--- config.mk ---
export PLATFORM = sky130hd
export DESIGN_NAME = fanTach
export DESIGN_NICKNAME = d
export VERILOG_FILES = /design/src/rtl/fanTachPkg.sv /design/src/rtl/fanTachCtrl.sv /design/src/rtl/fanTachPath.sv /design/src/rtl/fanTach.sv
export SDC_FILE = /design/constraint.sdc
export NUM_CORES = 1
export LEC_CHECK = 0
export BUFFER_PORTS_ARGS = -buffer_cell sky130_fd_sc_hd__buf_2
export CELL_PAD_IN_SITES_DETAIL_PLACEMENT = 2
export CELL_PAD_IN_SITES_GLOBAL_PLACEMENT = 2
export CORE_UTILIZATION = 41
export CTS_CLUSTER_DIAMETER = 200
export DETAILED_ROUTE_END_ITERATION = 8
export GPL_TIMING_DRIVEN = 0
export PLACE_DENSITY_LB_ADDON = 0.3
export SLEW_MARGIN = 30
export SYNTH_ARGS = -nofsm -noshare
export SYNTH_HDL_FRONTEND = slang
export SYNTH_SLANG_ARGS = --single-unit
--- constraint.sdc ---
create_clock -name clk -period 8.9 [get_ports clk]
set_input_delay 1.78 -clock clk [delete_from_list [all_inputs] [get_ports clk]]
set_output_delay 1.78 -clock clk [all_outputs]
set_load 0.01 [all_outputs]
--- src/rtl/fanTachPkg.sv ---
`timescale 1ns/1ps
package fanTachPkg;

  typedef enum logic [1:0] {
    ST_IDLE,
    ST_ARM,
    ST_MEAS
  } tachState_t;

  // strobes from control to datapath
  typedef struct packed {
    logic start;     // accept a new measurement
    logic busy;      // a measurement is in progress
    logic armClr;    // first qualifying edge seen, clear tick count
    logic countEn;   // accumulate ticks
    logic finCount;  // close with the tick count
    logic finZero;   // close on window expiry
  } tachStrb_t;

  localparam logic [1:0] EDGE_FALL = 2'b00;
  localparam logic [1:0] EDGE_RISE = 2'b01;
  localparam logic [1:0] EDGE_BOTH = 2'b10;

endpackage

--- src/rtl/fanTachCtrl.sv ---
`timescale 1ns/1ps
module fanTachCtrl
  import fanTachPkg::*;
#(
  parameter int NCH = 16
) (
  input  logic           clk,
  input  logic           rstN,
  input  logic [NCH-1:0] trigger,
  input  logic [NCH-1:0] chanEn,
  input  logic           edgeHit,
  input  logic           winExpire,
  output tachStrb_t      strb
);

  logic [NCH-1:0] trigPrev;
  tachState_t     state;
  tachState_t     stateNxt;

  always_comb begin
    strb         = '0;
    stateNxt     = state;
    strb.busy    = (state != ST_IDLE);
    strb.countEn = (state == ST_MEAS);
    strb.start   = (trigPrev == '0) && $onehot(trigger) && (|(trigger & chanEn));
    if (strb.start) begin
      stateNxt = ST_ARM;
    end else if (state == ST_MEAS && edgeHit) begin
      strb.finCount = 1'b1;
      stateNxt      = ST_IDLE;
    end else if (strb.busy && winExpire) begin
      strb.finZero = 1'b1;
      stateNxt     = ST_IDLE;
    end else if (state == ST_ARM && edgeHit) begin
      strb.armClr = 1'b1;
      stateNxt    = ST_MEAS;
    end
  end

  always_ff @(posedge clk or negedge rstN) begin
    if (!rstN) begin
      trigPrev <= '0;
      state    <= ST_IDLE;
    end else begin
      trigPrev <= trigger;
      state    <= stateNxt;
    end
  end

endmodule

--- src/rtl/fanTachPath.sv ---
`timescale 1ns/1ps
module fanTachPath
  import fanTachPkg::*;
#(
  parameter int NCH    = 16,
  parameter int CNT_W  = 20,
  parameter int UNIT_W = 16,
  parameter int RES_W  = 32
) (
  input  logic              clk,
  input  logic              rstN,
  input  logic [NCH-1:0]    tachIn,
  input  logic [NCH-1:0]    trigger,
  input  logic [1:0]        edgeMode,
  input  logic [1:0]        clkDiv,
  input  logic [UNIT_W-1:0] measUnit,
  input  tachStrb_t         strb,
  output logic              tick,
  output logic              edgeHit,
  output logic              winExpire,
  output logic [RES_W-1:0]  result
);

  localparam int CH_W  = (NCH > 1) ? $clog2(NCH) : 1;
  localparam int DIV_W = 2;
  localparam int PRE_W = 2 + 2 * ((1 << DIV_W) - 1);
  localparam int PAD_W = RES_W - 1 - CNT_W;

  logic [NCH-1:0]    curLvl;
  logic [NCH-1:0]    prvLvl;
  logic [CH_W-1:0]   sel;
  logic [CH_W-1:0]   trigIdx;
  logic [PRE_W-1:0]  presc;
  logic [PRE_W-1:0]  prescTop;
  logic [UNIT_W-1:0] winCnt;
  logic [CNT_W-1:0]  tickCnt;
  logic              lvlNow;
  logic              lvlOld;

  // two-flop synchronizer plus one history flop per line
  for (genvar g = 0; g < NCH; g++) begin : g_sync
    logic [2:0] shReg;
    always_ff @(posedge clk or negedge rstN) begin
      if (!rstN) shReg <= '0;
      else       shReg <= {shReg[1:0], tachIn[g]};
    end
    assign curLvl[g] = shReg[1];
    assign prvLvl[g] = shReg[2];
  end

  always_comb begin
    trigIdx = '0;
    for (int i = 0; i < NCH; i++) begin
      if (trigger[i]) trigIdx = CH_W'(i);
    end
  end

  always_comb begin
    lvlNow = curLvl[sel];
    lvlOld = prvLvl[sel];
    case (edgeMode)
      EDGE_FALL: edgeHit = !lvlNow && lvlOld;
      EDGE_RISE: edgeHit = lvlNow && !lvlOld;
      EDGE_BOTH: edgeHit = lvlNow != lvlOld;
      default:   edgeHit = 1'b0;
    endcase
  end

  assign prescTop  = PRE_W'((32'd4 << {clkDiv, 1'b0}) - 32'd1);
  assign tick      = strb.busy && (presc == prescTop);
  assign winExpire = tick && (({1'b0, winCnt} + 1'b1) >= {1'b0, measUnit});

  always_ff @(posedge clk or negedge rstN) begin
    if (!rstN) begin
      sel     <= '0;
      presc   <= '0;
      winCnt  <= '0;
      tickCnt <= '0;
      result  <= '0;
    end else if (strb.start) begin
      sel     <= trigIdx;
      presc   <= '0;
      winCnt  <= '0;
      tickCnt <= '0;
      result  <= '0;
    end else begin
      if (strb.busy) begin
        presc <= tick ? '0 : presc + 1'b1;
        if (tick) winCnt <= winCnt + 1'b1;
      end
      if (strb.armClr)                tickCnt <= '0;
      else if (strb.countEn && tick)  tickCnt <= tickCnt + 1'b1;
      if (strb.finCount)     result <= {1'b1, {PAD_W{1'b0}}, tickCnt + CNT_W'(tick)};
      else if (strb.finZero) result <= {1'b1, {(RES_W-1){1'b0}}};
    end
  end

endmodule

--- src/rtl/fanTach.sv ---
`timescale 1ns/1ps
module fanTach
  import fanTachPkg::*;
#(
  parameter int NCH    = 16,
  parameter int CNT_W  = 20,
  parameter int UNIT_W = 16,
  parameter int RES_W  = 32
) (
  input  logic              clk,
  input  logic              rstN,
  input  logic [NCH-1:0]    tachIn,
  input  logic [NCH-1:0]    chanEn,
  input  logic [NCH-1:0]    trigger,
  input  logic [1:0]        edgeMode,
  input  logic [1:0]        clkDiv,
  input  logic [UNIT_W-1:0] measUnit,
  output logic [RES_W-1:0]  result
);

  tachStrb_t strb;
  logic      tick;
  logic      edgeHit;
  logic      winExpire;

  fanTachCtrl #(.NCH(NCH)) u_ctrl (
    .clk       (clk),
    .rstN      (rstN),
    .trigger   (trigger),
    .chanEn    (chanEn),
    .edgeHit   (edgeHit),
    .winExpire (winExpire),
    .strb      (strb)
  );

  fanTachPath #(
    .NCH    (NCH),
    .CNT_W  (CNT_W),
    .UNIT_W (UNIT_W),
    .RES_W  (RES_W)
  ) u_path (
    .clk       (clk),
    .rstN      (rstN),
    .tachIn    (tachIn),
    .trigger   (trigger),
    .edgeMode  (edgeMode),
    .clkDiv    (clkDiv),
    .measUnit  (measUnit),
    .strb      (strb),
    .tick      (tick),
    .edgeHit   (edgeHit),
    .winExpire (winExpire),
    .result    (result)
  );

endmodule

==> reports/summary.txt <==
Outcome - complete, no violations
Cell taking the most area after synthesis - dfrtp_1
Starting density of the core - 42.0%
Syn Area/Cell - 10.6 µm²
Gr usage total - 28.1%
Pwr Total - 0.00161 W
Antenna-violating nets left - 0
Worst-Skew Late Latency - 0.44 ns
Area after DPL - 8700 µm²
Worst hold stages - 0
Most common cell after layout, fill and taps aside - dfrtp_1
DR DRC count - 0
Worst-Margin Slew - 0.855 ns
Pwr dens - 173 nW/µm²
Worst Skew - 0.0144 ns
H-tree levels - 4
Crit-path max FO - 10
EDFF count, synth - 0
Gpl congestion - 0.832
Final Cell Area - 9320 µm²
GR Util met1 - 31.6%
Worst setup SP type - input port
Mux cell area share after synthesis - 3.54%
Pre-Repair DR Iteration Count - 4
Simple logic cell fraction of the synthesized area - 12.6%
Worst Hold Launch - u_path.g_sync[2].shReg[0]
Vias per std cell - 5.92
Reg clk slew, reported paths - 0.07 ns
Kind of critical path - in2reg
Busiest grt layer - met2
Req. time, crit path - 9.18 ns
Static Leak - 4.05 nW
Largest family of logic cells by synthesized area - compound AO/OA/AOI/OAI gates
Max-cap violations - 0
Placed cells - 1079
Die area - 19800 µm²
Global-route wire length before repair - 42100 µm
HPWL after DPL - 18500 µm
Area contributors post-synth - dfrtp_1, ha_1, xnor2_1
GRT overflow - 0
Routed len/inst - 23.3 µm
CTS root buffer - clkbuf_16
Ports - 102
Initial antenna violation count - 0
Port Buf Inserts - 90
Flops & latches, synth - 135
Hold EP - u_path.g_sync[2].shReg[1]
Final period util - 79.9%
Asr flop ratio synth - 100%
Crit end category - register
CTS Buf Count - 17
Post-synthesis sequential area ratio - 42.9%
Area Growth Syn to Fin - 18.2%
Nets - 985
Final Hold Fails - 0
# resized after CTS - 0
Setup violators final - 0
Core Region - 18800 µm²
CTS Sinks - 135
Yosys warning count - 0
Cells after Synth - 744
Synth Area in XOR/XNOR - 6.78%
Fin crit period - 7.11 ns
Post-synthesis adder-cell area fraction - 9.14%
Largest net degree at the start of global routing - 78
DRT iter0 DRCs - 227
Worst Hold Class - reg2reg
Post-CTS Setup Inserts - 0
Flop2flop setup slack - 4.42 ns
Setup TNS - 0 ns
Drt total wl - 25900 µm
Fin util - 49.7%
RR Endpoint - u_path.result[1]
Arrival @ worst endpoint - 7.39 ns
Share of cells above drive strength 1 - 21.3%
Final Max Tran Viols - 0
Unique cell type count in the Yosys netlist - 62
Number of global-route vias before repair - 7638
CTS tree - built
Reg2reg start - u_path.winCnt[0]
Via count - 6580
GRT met2 Usage - 53.1%
Main synth FF type - dfrtp_1
R2R cell count - 11
Die H - 141 µm
Yosys top cell area share - 42.9%
Slew HR - 43.0%
Post-synthesis compound-gate area fraction - 18.9%
Mapped Area - 7880 µm²
Most frequent cells in the layout - dfrtp_1, buf_2, inv_1
M3 GR Usage - 4.93%
Post-route insts no fill - 1111
# rows - 50
Worst VDD drop - 0.133 mV
Die width - 141 µm
Antenna cells - 0
Fmax - 0.141 GHz
Clock buffer depth - 2
Fillers - 1978
Hold Buf Count CTS - 0
RSZ-0062 raised after global routing - false
[how the worst max path moves through the flow]
| stage | to | slack, ns | start | cells after the start |
|---|---|---|---|---|
| after CTS | u_path.tickCnt[12] | 1.73 | trigger[9] | 18 |
| final | u_path.tickCnt[12] | 1.79 | trigger[9] | 18 |
| after floorplan | u_path.tickCnt[12] | 2.70 | trigger[14] | 16 |
| after global placement | u_path.tickCnt[12] | 1.69 | trigger[15] | 17 |
| after global routing | u_path.tickCnt[12] | 1.44 | trigger[9] | 20 |
| after detailed placement | u_path.tickCnt[12] | 1.33 | trigger[9] | 18 |
[state kept, by name, indices dropped and copies added (netlist names)]
| name | cells |
|---|---|
| u_path.g_sync.shReg | 48 |
| u_path.presc | 8 |
| u_path.result | 21 |
| u_ctrl.trigPrev | 16 |
| u_ctrl.state | 2 |
| u_path.winCnt | 16 |
| u_path.tickCnt | 20 |
| u_path.sel | 4 |
[cell usage after synthesis (all sizes together) (13+ instances only)]
master   instances
a211oi          33
a21oi           30
buf             25
inv             50
o21ai           18
nand4           26
xnor2           40
dfrtp          135
nor3            19
xor2            21
nand2           45
a21boi          21
a2111oi         13
nor2            24
o311ai          13
ha              40
nor4            13
clkbuf          35
nand3           20
[layout make-up]
class / instances / area [µm²] / share of cell area [%]
sequential: 135 / 3380 / 36.2
inverter: 50 / 188 / 2.01
clock inverter: 15 / 194 / 2.08
buffer: 60 / 300 / 3.22
multi-input combinational: 509 / 4050 / 43.5
timing repair buffer: 91 / 488 / 5.24
tap: 234 / 293 / 3.14
clock buffer: 17 / 425 / 4.56
[cells by family after synthesis]
kind of cell	count (synthesis)
other	1
AO/OA/AOI/OAI	182
buffers and inverters	110
AND/OR/NAND/NOR	189
adder cells (fa/ha/maj)	51
XOR/XNOR	61
flip-flops	135
multiplexers	15
[critical path, stage by stage]
cell      delay, ns
buf_2          0.17
inv_1          0.10
ha_1           0.32
inv_1          0.07
fa_1           0.53
inv_1          0.05
fa_1           0.46
fa_1           0.43
fa_1           0.47
ha_1           0.24
fa_1           0.48
nor4_1         0.19
and3_1         0.26
nand3_1        0.16
clkbuf_1       0.27
nor3_1         0.61
clkbuf_1       0.66
a211oi_1       0.13
[per-layer routing]
layer | vias up | wire, µm
met4 | 0 | 534
met3 | 43 | 1040
met5 | - | 0
li1 | 2944 | -
met1 | 3419 | 10300
met2 | 174 | 14100
[metrics by stage]
stage                     hold WS (ns)  setup slack, ns
after global routing             0.359             1.44
after floorplan                  0.331             2.70
final                            0.352             1.79
after global placement           0.332             1.69
after CTS                        0.354             1.73
after detailed placement         0.338             1.33
[where the power goes]
part	internal (W)	leakage (nW)	total [W]	switching, W
logic	0.0000889	2.11	0.000241	0.000152
clock network	0.000383	0.300	0.000729	0.000345
registers	0.000632	1.64	0.000643	0.0000115
No activity file was read; power rests on OpenSTA's default activity.
